File: src/rtl/ahb_burst_pkg.sv
// Shared types and helpers for the burst sequencer.
// Assumes the standard 3-bit burst and 2-bit transfer-type encodings.
package ahb_burst_pkg;

    typedef enum logic [1:0] {
        TR_IDLE   = 2'b00,
        TR_BUSY   = 2'b01,
        TR_NONSEQ = 2'b10,
        TR_SEQ    = 2'b11
    } trans_e;

    localparam logic [2:0] BU_SINGLE = 3'b000;
    localparam logic [2:0] BU_INCR   = 3'b001;
    localparam logic [2:0] BU_WRAP4  = 3'b010;
    localparam logic [2:0] BU_INCR4  = 3'b011;
    localparam logic [2:0] BU_WRAP8  = 3'b100;
    localparam logic [2:0] BU_INCR8  = 3'b101;
    localparam logic [2:0] BU_WRAP16 = 3'b110;
    localparam logic [2:0] BU_INCR16 = 3'b111;

    // Beat count of a fixed-length burst code (INCR returns 0: length from command)
    function automatic logic [4:0] fixed_beats(input logic [2:0] code);
        case (code)
            BU_SINGLE:           return 5'd1;
            BU_WRAP4, BU_INCR4:  return 5'd4;
            BU_WRAP8, BU_INCR8:  return 5'd8;
            BU_WRAP16, BU_INCR16: return 5'd16;
            default:             return 5'd0;
        endcase
    endfunction

    // True for the wrapping burst codes
    function automatic logic burst_wraps(input logic [2:0] code);
        return (code != BU_SINGLE) && (code[0] == 1'b0);
    endfunction

endpackage

File: src/rtl/ahb_burst_addr.sv
// Next-beat address generator.
// Increments by the transfer size; for wrapping codes keeps the bits above
// the wrap span (beats x size) fixed and advances the bits below it modulo the span.
// Assumes the current address is aligned to the transfer size.
module ahb_burst_addr
    import ahb_burst_pkg::*;
#(
    parameter int AW = 32
) (
    input  logic [AW-1:0] cur_addr,
    input  logic [2:0]    size,
    input  logic [2:0]    burst,
    output logic [AW-1:0] nxt_addr
);

    logic [AW-1:0] step;
    logic [AW-1:0] span;
    logic [AW-1:0] low_mask;
    logic [AW-1:0] bumped;

    // Compute step, wrap span and the resulting next address
    always_comb begin
        step = AW'(1) << size;
        case (burst)
            BU_WRAP4: span = step << 2;
            BU_WRAP8: span = step << 3;
            default:  span = step << 4;
        endcase
        low_mask = span - AW'(1);
        bumped   = cur_addr + step;
        if (burst_wraps(burst))
            nxt_addr = (cur_addr & ~low_mask) | (bumped & low_mask);
        else
            nxt_addr = bumped;
    end

endmodule

File: src/rtl/ahb_burst_ctrl.sv
// Address-phase controller of the burst sequencer.
// Owns the transfer type, address and control registers; advances only on
// hready, inserts BUSY between beats when the local side is not ready, ends
// INCR bursts on request from BUSY, and cancels on an error when configured.
// Assumes one command at a time and slaves that give two-cycle error responses.
module ahb_burst_ctrl
    import ahb_burst_pkg::*;
#(
    parameter int AW       = 32,
    parameter int LENW     = 8,
    parameter int MAX_SIZE = 2
) (
    input  logic            clk,
    input  logic            rst_n,
    input  logic            cmd_valid,
    input  logic [AW-1:0]   cmd_addr,
    input  logic            cmd_write,
    input  logic [2:0]      cmd_burst,
    input  logic [2:0]      cmd_size,
    input  logic [LENW-1:0] cmd_beats,
    input  logic            cfg_err_abort,
    input  logic            src_ready,
    input  logic            src_stop,
    input  logic            hready,
    input  logic            hresp,
    input  logic            dp_valid,
    input  logic [AW-1:0]   nxt_addr,
    output logic            cmd_ready,
    output logic [AW-1:0]   haddr,
    output logic [1:0]      htrans,
    output logic [2:0]      hburst,
    output logic [2:0]      hsize,
    output logic            hwrite,
    output logic            accept,
    output logic            acc_last,
    output logic            stop_evt,
    output logic            abort_pend
);

    trans_e          trans_q;
    logic            act_q;
    logic            abort_cfg_q;
    logic [LENW-1:0] left_q;
    logic [LENW-1:0] first_left;
    logic            is_busy;

    assign htrans    = trans_q;
    assign cmd_ready = !act_q && !dp_valid;
    assign accept    = hready && trans_q[1];
    assign acc_last  = (left_q == '0);
    assign is_busy   = (trans_q == TR_BUSY);
    assign stop_evt  = act_q && hready && is_busy && src_stop && (hburst == BU_INCR);

    // Beats remaining after the first one, from the command
    always_comb begin
        if (cmd_burst == BU_INCR)
            first_left = (cmd_beats == '0) ? '0 : cmd_beats - LENW'(1);
        else
            first_left = LENW'(fixed_beats(cmd_burst) - 5'd1);
    end

    // Address-phase state machine
    always_ff @(posedge clk) begin
        if (!rst_n) begin
            act_q       <= 1'b0;
            trans_q     <= TR_IDLE;
            haddr       <= '0;
            hburst      <= BU_SINGLE;
            hsize       <= 3'd0;
            hwrite      <= 1'b0;
            left_q      <= '0;
            abort_cfg_q <= 1'b0;
            abort_pend  <= 1'b0;
        end else begin
            if (hready)
                abort_pend <= 1'b0;
            if (!act_q) begin
                if (cmd_valid && cmd_ready) begin
                    act_q       <= 1'b1;
                    trans_q     <= TR_NONSEQ;
                    haddr       <= cmd_addr;
                    hburst      <= cmd_burst;
                    hsize       <= cmd_size;
                    hwrite      <= cmd_write;
                    left_q      <= first_left;
                    abort_cfg_q <= cfg_err_abort;
                end
            end else if (hresp && !hready) begin
                if (abort_cfg_q) begin
                    act_q      <= 1'b0;
                    trans_q    <= TR_IDLE;
                    abort_pend <= 1'b1;
                end
            end else if (hready) begin
                if (trans_q[1]) begin
                    if (left_q == '0) begin
                        act_q   <= 1'b0;
                        trans_q <= TR_IDLE;
                    end else begin
                        haddr   <= nxt_addr;
                        left_q  <= left_q - LENW'(1);
                        trans_q <= src_ready ? TR_SEQ : TR_BUSY;
                    end
                end else if (src_stop && hburst == BU_INCR) begin
                    act_q   <= 1'b0;
                    trans_q <= TR_IDLE;
                end else if (src_ready) begin
                    trans_q <= TR_SEQ;
                end
            end
        end
    end

    a_r6_hold_on_wait: assert property (@(posedge clk) disable iff (!rst_n)
        (!hready && !hresp && trans_q[1]) |=> ($stable(haddr) && $stable(htrans) && $stable(hburst) && $stable(hsize)));

    a_r7_no_busy_single: assert property (@(posedge clk) disable iff (!rst_n)
        is_busy |-> (hburst != BU_SINGLE));

    a_r7_fixed_not_end_busy: assert property (@(posedge clk) disable iff (!rst_n)
        (is_busy && hburst != BU_INCR && !hresp) |=> (htrans != 2'b00));

    a_r9_abort_idle: assert property (@(posedge clk) disable iff (!rst_n)
        (hresp && !hready && abort_cfg_q && htrans != 2'b00) |=> (htrans == 2'b00));

    a_r3_no_seq_after_idle: assert property (@(posedge clk) disable iff (!rst_n)
        (htrans == 2'b00) |=> (htrans != 2'b11 && htrans != 2'b01));

    a_r3_size_fits: assert property (@(posedge clk) disable iff (!rst_n)
        (cmd_valid && cmd_ready) |-> (cmd_size <= 3'(MAX_SIZE)));

endmodule

File: src/rtl/ahb_burst_dphase.sv
// Data-phase tracker of the burst sequencer.
// Registers the beat accepted in the address phase, drives write data for it,
// reports read data and raises the done / error pulses one cycle after the
// data phase (or the cancelling error) completes.
// Assumes the address-phase controller only accepts beats on hready.
module ahb_burst_dphase #(
    parameter int DW = 32
) (
    input  logic          clk,
    input  logic          rst_n,
    input  logic          hready,
    input  logic          hresp,
    input  logic [DW-1:0] hrdata,
    input  logic          accept,
    input  logic          acc_write,
    input  logic          acc_last,
    input  logic [DW-1:0] wr_data,
    input  logic          stop_evt,
    input  logic          abort_pend,
    output logic          dp_valid,
    output logic [DW-1:0] hwdata,
    output logic          rd_valid,
    output logic [DW-1:0] rd_data,
    output logic          done,
    output logic          err
);

    logic          dp_write;
    logic          dp_last;
    logic [DW-1:0] dp_data;
    logic          dp_end;

    assign dp_end   = dp_valid && hready;
    assign hwdata   = (dp_valid && dp_write) ? dp_data : '0;
    assign rd_valid = dp_end && !dp_write && !hresp;
    assign rd_data  = hrdata;

    // Data-phase register and completion pulses
    always_ff @(posedge clk) begin
        if (!rst_n) begin
            dp_valid <= 1'b0;
            dp_write <= 1'b0;
            dp_last  <= 1'b0;
            dp_data  <= '0;
            done     <= 1'b0;
            err      <= 1'b0;
        end else begin
            done <= (dp_end && dp_last) || stop_evt || (dp_end && hresp && abort_pend);
            err  <= dp_end && hresp;
            if (hready) begin
                dp_valid <= accept;
                if (accept) begin
                    dp_write <= acc_write;
                    dp_last  <= acc_last;
                    dp_data  <= wr_data;
                end
            end
        end
    end

    a_r11_wdata_hold: assert property (@(posedge clk) disable iff (!rst_n)
        (dp_valid && !hready && !hresp) |=> $stable(hwdata));

    a_r13_done_one_cycle: assert property (@(posedge clk) disable iff (!rst_n)
        done |=> !done);

endmodule

File: src/rtl/ahb_burst_seq.sv
// Top of the burst sequencer: joins the address-phase controller, the
// next-address generator and the data-phase tracker.
// Assumes DW/8 is a power of two and transfer sizes never exceed the data width.
module ahb_burst_seq #(
    parameter int         AW        = 32,
    parameter int         DW        = 32,
    parameter int         LENW      = 8,
    parameter logic [3:0] HPROT_VAL = 4'b0011
) (
    input  logic            clk,
    input  logic            rst_n,
    input  logic            cmd_valid,
    output logic            cmd_ready,
    input  logic [AW-1:0]   cmd_addr,
    input  logic            cmd_write,
    input  logic [2:0]      cmd_burst,
    input  logic [2:0]      cmd_size,
    input  logic [LENW-1:0] cmd_beats,
    input  logic            cfg_err_abort,
    input  logic            src_ready,
    input  logic            src_stop,
    input  logic [DW-1:0]   wr_data,
    output logic            beat_take,
    output logic            rd_valid,
    output logic [DW-1:0]   rd_data,
    output logic            done,
    output logic            err,
    output logic [AW-1:0]   haddr,
    output logic [1:0]      htrans,
    output logic [2:0]      hburst,
    output logic [2:0]      hsize,
    output logic            hwrite,
    output logic [3:0]      hprot,
    output logic [DW-1:0]   hwdata,
    input  logic            hready,
    input  logic            hresp,
    input  logic [DW-1:0]   hrdata
);

    localparam int MAX_SIZE = $clog2(DW / 8);

    logic [AW-1:0] nxt_addr;
    logic          dp_valid;
    logic          acc_last;
    logic          stop_evt;
    logic          abort_pend;

    assign hprot = HPROT_VAL;

    ahb_burst_ctrl #(
        .AW       (AW),
        .LENW     (LENW),
        .MAX_SIZE (MAX_SIZE)
    ) u_ctrl (
        .clk           (clk),
        .rst_n         (rst_n),
        .cmd_valid     (cmd_valid),
        .cmd_addr      (cmd_addr),
        .cmd_write     (cmd_write),
        .cmd_burst     (cmd_burst),
        .cmd_size      (cmd_size),
        .cmd_beats     (cmd_beats),
        .cfg_err_abort (cfg_err_abort),
        .src_ready     (src_ready),
        .src_stop      (src_stop),
        .hready        (hready),
        .hresp         (hresp),
        .dp_valid      (dp_valid),
        .nxt_addr      (nxt_addr),
        .cmd_ready     (cmd_ready),
        .haddr         (haddr),
        .htrans        (htrans),
        .hburst        (hburst),
        .hsize         (hsize),
        .hwrite        (hwrite),
        .accept        (beat_take),
        .acc_last      (acc_last),
        .stop_evt      (stop_evt),
        .abort_pend    (abort_pend)
    );

    ahb_burst_addr #(
        .AW (AW)
    ) u_addr (
        .cur_addr (haddr),
        .size     (hsize),
        .burst    (hburst),
        .nxt_addr (nxt_addr)
    );

    ahb_burst_dphase #(
        .DW (DW)
    ) u_dphase (
        .clk        (clk),
        .rst_n      (rst_n),
        .hready     (hready),
        .hresp      (hresp),
        .hrdata     (hrdata),
        .accept     (beat_take),
        .acc_write  (hwrite),
        .acc_last   (acc_last),
        .wr_data    (wr_data),
        .stop_evt   (stop_evt),
        .abort_pend (abort_pend),
        .dp_valid   (dp_valid),
        .hwdata     (hwdata),
        .rd_valid   (rd_valid),
        .rd_data    (rd_data),
        .done       (done),
        .err        (err)
    );

endmodule

File: config.mk
export PLATFORM = sky130hd
export DESIGN_NAME = ahb_burst_seq
export DESIGN_NICKNAME = d
export VERILOG_FILES = /design/src/rtl/ahb_burst_pkg.sv /design/src/rtl/ahb_burst_addr.sv /design/src/rtl/ahb_burst_ctrl.sv /design/src/rtl/ahb_burst_dphase.sv /design/src/rtl/ahb_burst_seq.sv
export SDC_FILE = /design/constraint.sdc
export NUM_CORES = 1
export LEC_CHECK = 0
export BUFFER_PORTS_ARGS = -buffer_cell sky130_fd_sc_hd__buf_2
export CAP_MARGIN = 20
export CELL_PAD_IN_SITES_DETAIL_PLACEMENT = 1
export CELL_PAD_IN_SITES_GLOBAL_PLACEMENT = 1
export CORE_MARGIN = 2
export CORE_UTILIZATION = 35
export CTS_CLUSTER_DIAMETER = 80
export DETAILED_ROUTE_END_ITERATION = 12
export PLACE_DENSITY_LB_ADDON = 0.1
export SYNTH_ARGS = -nofsm -noshare
export SYNTH_HDL_FRONTEND = slang
export SYNTH_SLANG_ARGS = --single-unit
File: constraint.sdc
create_clock -name clk -period 3.5 [get_ports clk]
set_input_delay 0.35 -clock clk [delete_from_list [all_inputs] [get_ports clk]]
set_output_delay 0.35 -clock clk [all_outputs]
set_load 0.02 [all_outputs]
== Yosys cells after proc, flatten, opt, wreduce, memory -nomap -nowiden ==
Index checks and enable logic that the tools add are counted.
Widths: inputs -> output; s select.

* Bits in registers: 89
* Word-level logic and storage cells: 124

* Muxes and demuxes: 41
* $add $sub $neg: 5
* Bitwise operators: 6
* Reduce and logical (&&, ||, !) cells: 37
* Shifts and indexed selects: 1
* Equality and inequality tests: 18

{| class="wikitable"
|+ Operators by type and width
! kind !! count
|-
| $mux 32 || 8
|-
| $and 32x32->32 || 2
|-
| $mux 8 || 8
|-
| $pmux 32 s2 || 1
|-
| $add 32x32->32 || 1
|-
| $not 32->32 || 1
|-
| $or 32x32->32 || 1
|-
| $shl 1x3->32 const A || 1
|-
| $sub 32x1->32 const B || 1
|-
| $mux 2 || 10
|-
| $pmux 5 s4 || 1
|-
| $logic_and 1x1->1 || 17
|-
| $logic_not 8->1 || 2
|-
| $sub 8x1->8 const B || 2
|-
| $eq 3x3->1 const B || 5
|-
| $mux 1 || 12
|-
| $eq 3x2->1 const B || 3
|-
| $eq 3x1->1 const B || 2
|-
| $ne 2x2->1 const B || 3
|-
| $ne 3x3->1 const B || 2
|-
| $reduce_or 2->1 || 3
|-
| $sub 5x1->6 const B || 1
|-
| $logic_not 1->1 || 5
|-
| $mux 5 || 1
|-
| other kinds (12) || 15
|}

== Logic depth before layout (Yosys ltp) ==
Gate-level depths: netlist of run 1.

* Depth after elaboration: 12
* Gate-level depth with buffers: 12

== Hierarchy ==
Synthesis of run 1 repeated with hierarchy kept, for this count alone.

* Cell total of the unflattened synthesis: 822
* Area total of the unflattened synthesis: 6751.5 um^2

{| class="wikitable"
|+ By module, submodules not included
! module !! instances !! sequential area each (um^2) !! area each (um^2) !! cells each
|-
| ahb_burst_ctrl || 1 || 1041.0 || 2941.6 || 325
|-
| ahb_burst_dphase || 1 || 740.7 || 2084.5 || 237
|-
| ahb_burst_addr || 1 || 0.0 || 1687.9 || 254
|-
| ahb_burst_seq || 1 || 0.0 || 37.5 || 6
|}

== Least setup slack after synthesis of run 1 ==
Ideal clock, no wire load.

* Kind: register to register
* Start: register u_ctrl.hsize[0]
* End: register (tool-made name)
* Path buffers: 3
* Path slack: 0.495 ns
* Stages on the path, launching flop included: 13
* Arrival: 2.931 ns
* Clock period less this slack: 3.005 ns
* Cell sequence: dfxtp_1 buf_6 buf_2 buf_2 nor3_1 ha_1 nand4bb_1 a41oi_4 o221ai_2 nor4_4 nor2_2 or4b_1 a31oi_1

{| class="wikitable"
|+ RTL lines
! element !! RTL line !! RTL
|-
| from (decl) || ahb_burst_ctrl.sv:32 || <nowiki>output logic [2:0] hsize,</nowiki>
|-
| from (signal assigned) || ahb_burst_ctrl.sv:83 || <nowiki>hsize <= cmd_size;</nowiki>
|}

==> flow_summary.ini, run 1 <==
[timing]
rsz0062_at_grt = false
hold_viol_final = 0
min_period_ns = 3.15
worstMarginPinSlew_ns = 1.03
setup_violations = 0
finalCritPeriodShare_pct = 89.9
timing.fmax_mhz = 318
finClkSkew_ns = 0.00947
tns_ns = 0
maxSlewViolCount = 0
slew_headroom_pct = 31.3

[floorplanning]
chipHeight_um = 138
dieArea_um2 = 19100
fp.dieW_um = 138
num_io_pins = 233
core_area_um2 = 17800
num_rows = 49
initial_utilization_pct = 35.4

[routing]
routed_wl_mm = 22.6
drtPass1Iterations = 5
post_drt_wl_per_cell_um = 19.2
via_count = 6528
postRouteAntennaNets = 0
drt_iter0_drc = 444
drc = 0
viasPerCell = 5.52

[layout]
drive_gt1_share_pct = 23.4
diodes = 0
nets = 1079
layout-area-overhead-vs-synth_pct = 16.4
fillers = 2273
area.sequential_um2 = 1780
fin_util_pct = 41.2
multi_input_area_um2 = 3930

[place]
hpwl_mm = 16.8
port_buffers = 164
gp_congestion = 0.877

[clock_network]
clock_latency_ns = 0.36
root_buffer = clkbuf_16
cts.sinks = 89
cts.clk_slew.worst_paths_ns = 0.08
tritoncts = yes
cts_hold_buf = 0
max-clock-path-buffers = 2
cts_buffers = 9
h-tree-depth = 3

[critical_path]
start_kind = flop
critical_path.startpoint = u_ctrl.hsize[0]
max_stage_delay_ns = 0.48
rr_worst_depth = 10
arrival_ns = 3.40
r2r_start = u_ctrl.hsize[0]
cpMostUsedCell = a21oi_1
path_cells = nor2b_1, and2_1, xor2_1, ha_1, o211ai_1, a21oi_1, nand4b_1, a21oi_1, o21bai_1, a221o_1
setup.worst_path.end_class = flop
r2r_slack_ns = 0.35
slowest_stage = dfxtp_2
path_max_fanout = 16
crit_required_ns = 3.75
crit_type = flop to flop

[synthesis]
ys_types = 85
ys_seq_area_share_pct = 28.2
yosys_warnings = 0
synth_cells = 841
synth_top_area_share_pct = 28.2
yosys-top-cells-area = dfxtp_1 (28%), nand2_1 (8.6%), a21boi_0 (5.7%)
synth_ff_type = dfxtp_1
syn_area_um2 = 6310
synth-edff-count = 0
yosys_register_bits = 89
async_reset_ff_share_pct = 0
avgSynthCellArea_um2 = 7.50
synth_area_leader_cell = dfxtp_1

[job]
drv_cap = 0

[power]
power_density_nw_per_um2 = 418
p_total_mw = 3.07
irDropWorstVdd_v = 0.000238
cellLeakagePower_nw = 3.19

[global_routing]
grt_max_degree = 65
grt_pass1_vias = 6630
antenna_found_initial = 0
gr-total-overflow = 0
grtUsageTotal_pct = 23.3
grt_pass1_wl_mm = 36.5

[outcome]
status = finished, final reports clean

[worst_hold_path]
min_path_type = primary input to flop
==> worst max-delay path, delay by kind of cell (launching register included) <==
kind / cells / cell delay (ns)
adder cells (fa/ha/maj): 1 / 0.28
AO/OA/AOI/OAI: 5 / 1.11
AND/OR/NAND/NOR: 3 / 0.96
XOR/XNOR: 1 / 0.19
flip-flops: 1 / 0.48
==> synthesized netlist by cell type (all sizes together) (5+ instances only) <==
master / n
o221ai: 8
and3: 40
xnor2: 14
nand2b: 5
a21oi: 53
nand4: 6
nor2b: 13
buf: 51
nor2: 47
and2: 13
mux2i: 10
dfxtp: 89
o211ai: 11
a21o: 5
o21ai: 53
xor2: 9
nand3: 19
or3: 5
nand2: 144
inv: 20
o21a: 7
ha: 12
a21boi: 48
a31oi: 8
nor3: 13
a32oi: 8
a221oi: 6
clkbuf: 37
nor4: 6
nor3b: 10
==> power breakdown <==
part	leakage [nW]	switching, mW	internal, mW
logic	2.32	0.528	0.310
clock network	0.139	0.504	0.504
registers	0.729	0.124	1.10
total	3.19	1.16	1.91
==> repair_timing <==
item,4_1_cts,5_1_grt
gates resized for setup,0,1
hold endpoints to repair,0,0
setup buffers,0,0
endpoints found under the setup margin,0,1
==> worst min-delay path by stage <==
stage	start	cells past startpoint	to
5_1_grt	cmd_addr[15]	3	flop
2_1_floorplan	u_dphase.dp_data[0]	2	u_dphase.dp_data[0]
4_1_cts	cmd_addr[15]	3	flop
6_report	cmd_addr[15]	3	flop
3_3_place_gp	u_dphase.dp_data[28]	2	u_dphase.dp_data[28]
3_5_place_dp	u_dphase.dp_data[25]	2	u_dphase.dp_data[25]
==> through the flow <==
stage	instance area, um^2	hold WS [ns]	instances	setup WS (ns)
after floorplan	6310	0.439	843	0.495
after global placement	7040	0.448	1166	0.475
after detailed placement	7040	0.457	1166	0.295
after CTS	7340	0.193	1182	0.218
after global routing	7340	0.195	1182	0.127
final	7340	0.201	1182	0.353
==> cells in the final DEF, fill, tap and decap left out, types with 10 or more instances in the layout <==
| cell type | instances |
|---|---|
| buf_4 | 20 |
| a21boi_0 | 48 |
| dfxtp_1 | 88 |
| mux2i_1 | 10 |
| nand3_1 | 19 |
| and2_1 | 13 |
| nor2_1 | 46 |
| nand2_1 | 144 |
| nor3_1 | 13 |
| o211ai_1 | 11 |
| xnor2_1 | 14 |
| o21ai_0 | 53 |
| inv_1 | 19 |
| and3_1 | 40 |
| ha_1 | 12 |
| buf_2 | 164 |
| a21oi_1 | 53 |
| nor2b_1 | 13 |
==> logic make-up (layout without fill, tap and decap cells) <==
group / count (synthesis) / after routing / synth area share, %
flops: 89 / 89 / 28.2
xor+xnor: 23 / 23 / 3.19
mux: 11 / 11 / 1.77
simple gates: 342 / 342 / 27.2
fa+ha+maj: 12 / 12 / 2.38
other cells: 2 / 4 / 0.119
compound gates: 252 / 252 / 27.4
buf+inv: 110 / 220 / 9.64
==> cell type report <==
cell class              count  area share, %
multi-input cells         644           53.5
flip-flops and latches     89           24.3
repair buffers            184           13.2
well taps                 229           3.90
clock buffers               9           3.07
inverters                  20           1.02
clock inverters             7          0.971
==> per-layer routing <==
metal	track usage (%)	part of all wire, %
met5	0	0
met4	7.68	2.0
met3	2.67	4.4
met2	38.2	46
met1	32.2	48
Power figures use the tool's default switching activity.
==> inputs of run 2 (changes only) <==
--- a/config.mk
+++ b/config.mk
@@ -5,6 +5,7 @@
 export SDC_FILE = /design/constraint.sdc
 export NUM_CORES = 1
 export LEC_CHECK = 0
+export ABC_CLOCK_PERIOD_IN_PS = 3500
 export BUFFER_PORTS_ARGS = -buffer_cell sky130_fd_sc_hd__buf_2
 export CAP_MARGIN = 20
 export CELL_PAD_IN_SITES_DETAIL_PLACEMENT = 1
@@ -17,3 +18,4 @@
 export SYNTH_ARGS = -nofsm -noshare
 export SYNTH_HDL_FRONTEND = slang
 export SYNTH_SLANG_ARGS = --single-unit
+export TNS_END_PERCENT = 5
==> constraint.sdc (replaced) <==
create_clock -name clk -period 3.5 [get_ports clk]
set_input_delay 0.7 -clock clk [delete_from_list [all_inputs] [get_ports clk]]
set_output_delay 0.7 -clock clk [all_outputs]
set_load 0.02 [all_outputs]
==> flow_summary.ini, run 2 (synthesized netlist as in run 1, its figures left out) <==
[critical_path]
start_kind = flop
rr_worst_depth = 10
setup.worst_path.end_class = flop
r2r_slack_ns = 0.31
cpMostUsedCell = a21oi_1
crit_type = flop to flop
r2r_start = u_ctrl.hburst[2]
arrival_ns = 3.47
path_cells = nor2b_1, a21o_1, nand3_1, ha_1, o2111ai_1, a21oi_1, nand2_1, a2111oi_0, a21oi_1, o21ai_0
max_stage_delay_ns = 0.63
crit_required_ns = 3.77
path_max_fanout = 14
slowest_stage = dfxtp_1

[power]
cellLeakagePower_nw = 3.20
p_switching_mw = 1.15
irDropWorstVdd_v = 0.000243
seqPwrFrac_pct = 39.8
clockPowerShare_pct = 32.6
power_density_nw_per_um2 = 416
power.share.switching_pct = 37.5
p_int_mw = 1.91
comb_power_share_pct = 27.6

[floorplanning]
core_area_um2 = 17800
initial_utilization_pct = 35.4
dieArea_um2 = 19100
num_rows = 49
chipHeight_um = 138
fp.dieW_um = 138
num_io_pins = 233

[global_routing]
busiest_layer = met2
grtUsageTotal_pct = 23.5
grt_use_met3_pct = 3.39
grt_pass1_vias = 6721
use_met1_pct = 31.2
grt_pass1_wl_mm = 36.8
gr-total-overflow = 0
grt_max_degree = 63
antenna_found_initial = 0
met2_usage_pct = 39.8

[worst_hold_path]
hold_end = u_dphase.dp_data[23]
min_path_type = flop to flop
worstHoldPathCells = 2
min_from = u_dphase.dp_data[23]

[layout]
drive_gt1_share_pct = 23.6
diodes = 0
final_cells = 1184
layout-area-overhead-vs-synth_pct = 16.6
final_cell_mix = buf_2 (164), nand2_1 (144), dfxtp_1 (88)
final_common_cell = buf_2
nets = 1081

[place]
numPlacedInstances = 1168
port_buffers = 164
hpwl_mm = 16.9
gp_congestion = 0.913

[timing]
worstMarginPinSlew_ns = 0.944
timing.fmax_mhz = 313
slew_headroom_pct = 36.9
min_period_ns = 3.19
finClkSkew_ns = 0.00996
finalCritPeriodShare_pct = 91.2
setup_violations = 0
maxSlewViolCount = 0
hold_viol_final = 0
tns_ns = 0
rsz0062_at_grt = false

[clock_network]
cts_buffers = 9
cts_hold_buf = 0
tritoncts = yes
cts.sinks = 89
max-clock-path-buffers = 2
clock_latency_ns = 0.36
h-tree-depth = 3
cts.clk_slew.worst_paths_ns = 0.07
root_buffer = clkbuf_16

[routing]
drt_iter0_drc = 400
drtPass1Iterations = 5
postRouteAntennaNets = 0
post_drt_wl_per_cell_um = 19.3
via_count = 6634
routed_wl_mm = 22.9
drc = 0
viasPerCell = 5.60

[job]
drv_cap = 0

[outcome]
status = finished, final reports clean
[run 2: through the flow]
stage	total power, mW	setup slack [ns]	hold WS, ns	area (um^2)	util [%]
after floorplan	1.82	0.495	0.439	6310	-
after global placement	2.06	0.393	0.448	7060	39.6
after detailed placement	2.08	0.270	0.456	7060	39.6
after CTS	3.09	0.213	0.466	7350	41.2
after global routing	3.23	0.0209	0.487	7350	41.2
final	3.06	0.308	0.466	7350	41.2
[run 2: area by class of cell]
class | count | area (um^2)
clock buffer | 9 | 225
tap | 229 | 287
fill | 2239 | 10500
timing repair buffer | 186 | 986
clock inverter | 7 | 67.6
multi-input combinational | 644 | 3930
inverter | 20 | 75.1
sequential | 89 | 1780
[run 2: power by group through the flow]
| stage | Sequential (mW) | Combinational (mW) | Clock (mW) |
|---|---|---|---|
| after floorplan | 1.24 | 0.573 | 0 |
| after global placement | 1.23 | 0.825 | 0 |
| after detailed placement | 1.24 | 0.845 | 0 |
| after CTS | 1.22 | 0.848 | 1.02 |
| after global routing | 1.23 | 0.931 | 1.07 |
| final | 1.22 | 0.844 | 0.997 |
[run 2: worst max path at each step]
stage,from,endpoint,slack [ns]
finish,u_ctrl.hburst[2],flop,0.31
global route,u_ctrl.hburst[2],flop,0.02
CTS,u_ctrl.hsize[0],flop,0.21
detailed placement,u_ctrl.hsize[0],flop,0.27
global placement,u_ctrl.hsize[0],flop,0.39
floorplan,u_ctrl.hsize[0],flop,0.49
[run 2: routing by layer]
layer	wire (um)	vias to the layer above
li1	-	3191
met1	10600	3206
met2	10800	190
met3	1030	47
met4	383	0
met5	0	-
[run 2: critical path: cells and delay by family (launching register included)]
kind                       cells  cell delay [ns]
adders and majority gates      1             0.26
DFF                            1             0.63
AOI/OAI and AO/OA              6             1.71
and+or+nand+nor                3             0.52
[run 2: timing repair]
| item | 4_1_cts | 5_1_grt |
|---|---|---|
| buffers inserted | 0 | 0 |
| setup endpoints to repair | 0 | 1 |
| hold endpoints to repair | 0 | 0 |
| resized for setup | 0 | 1 |
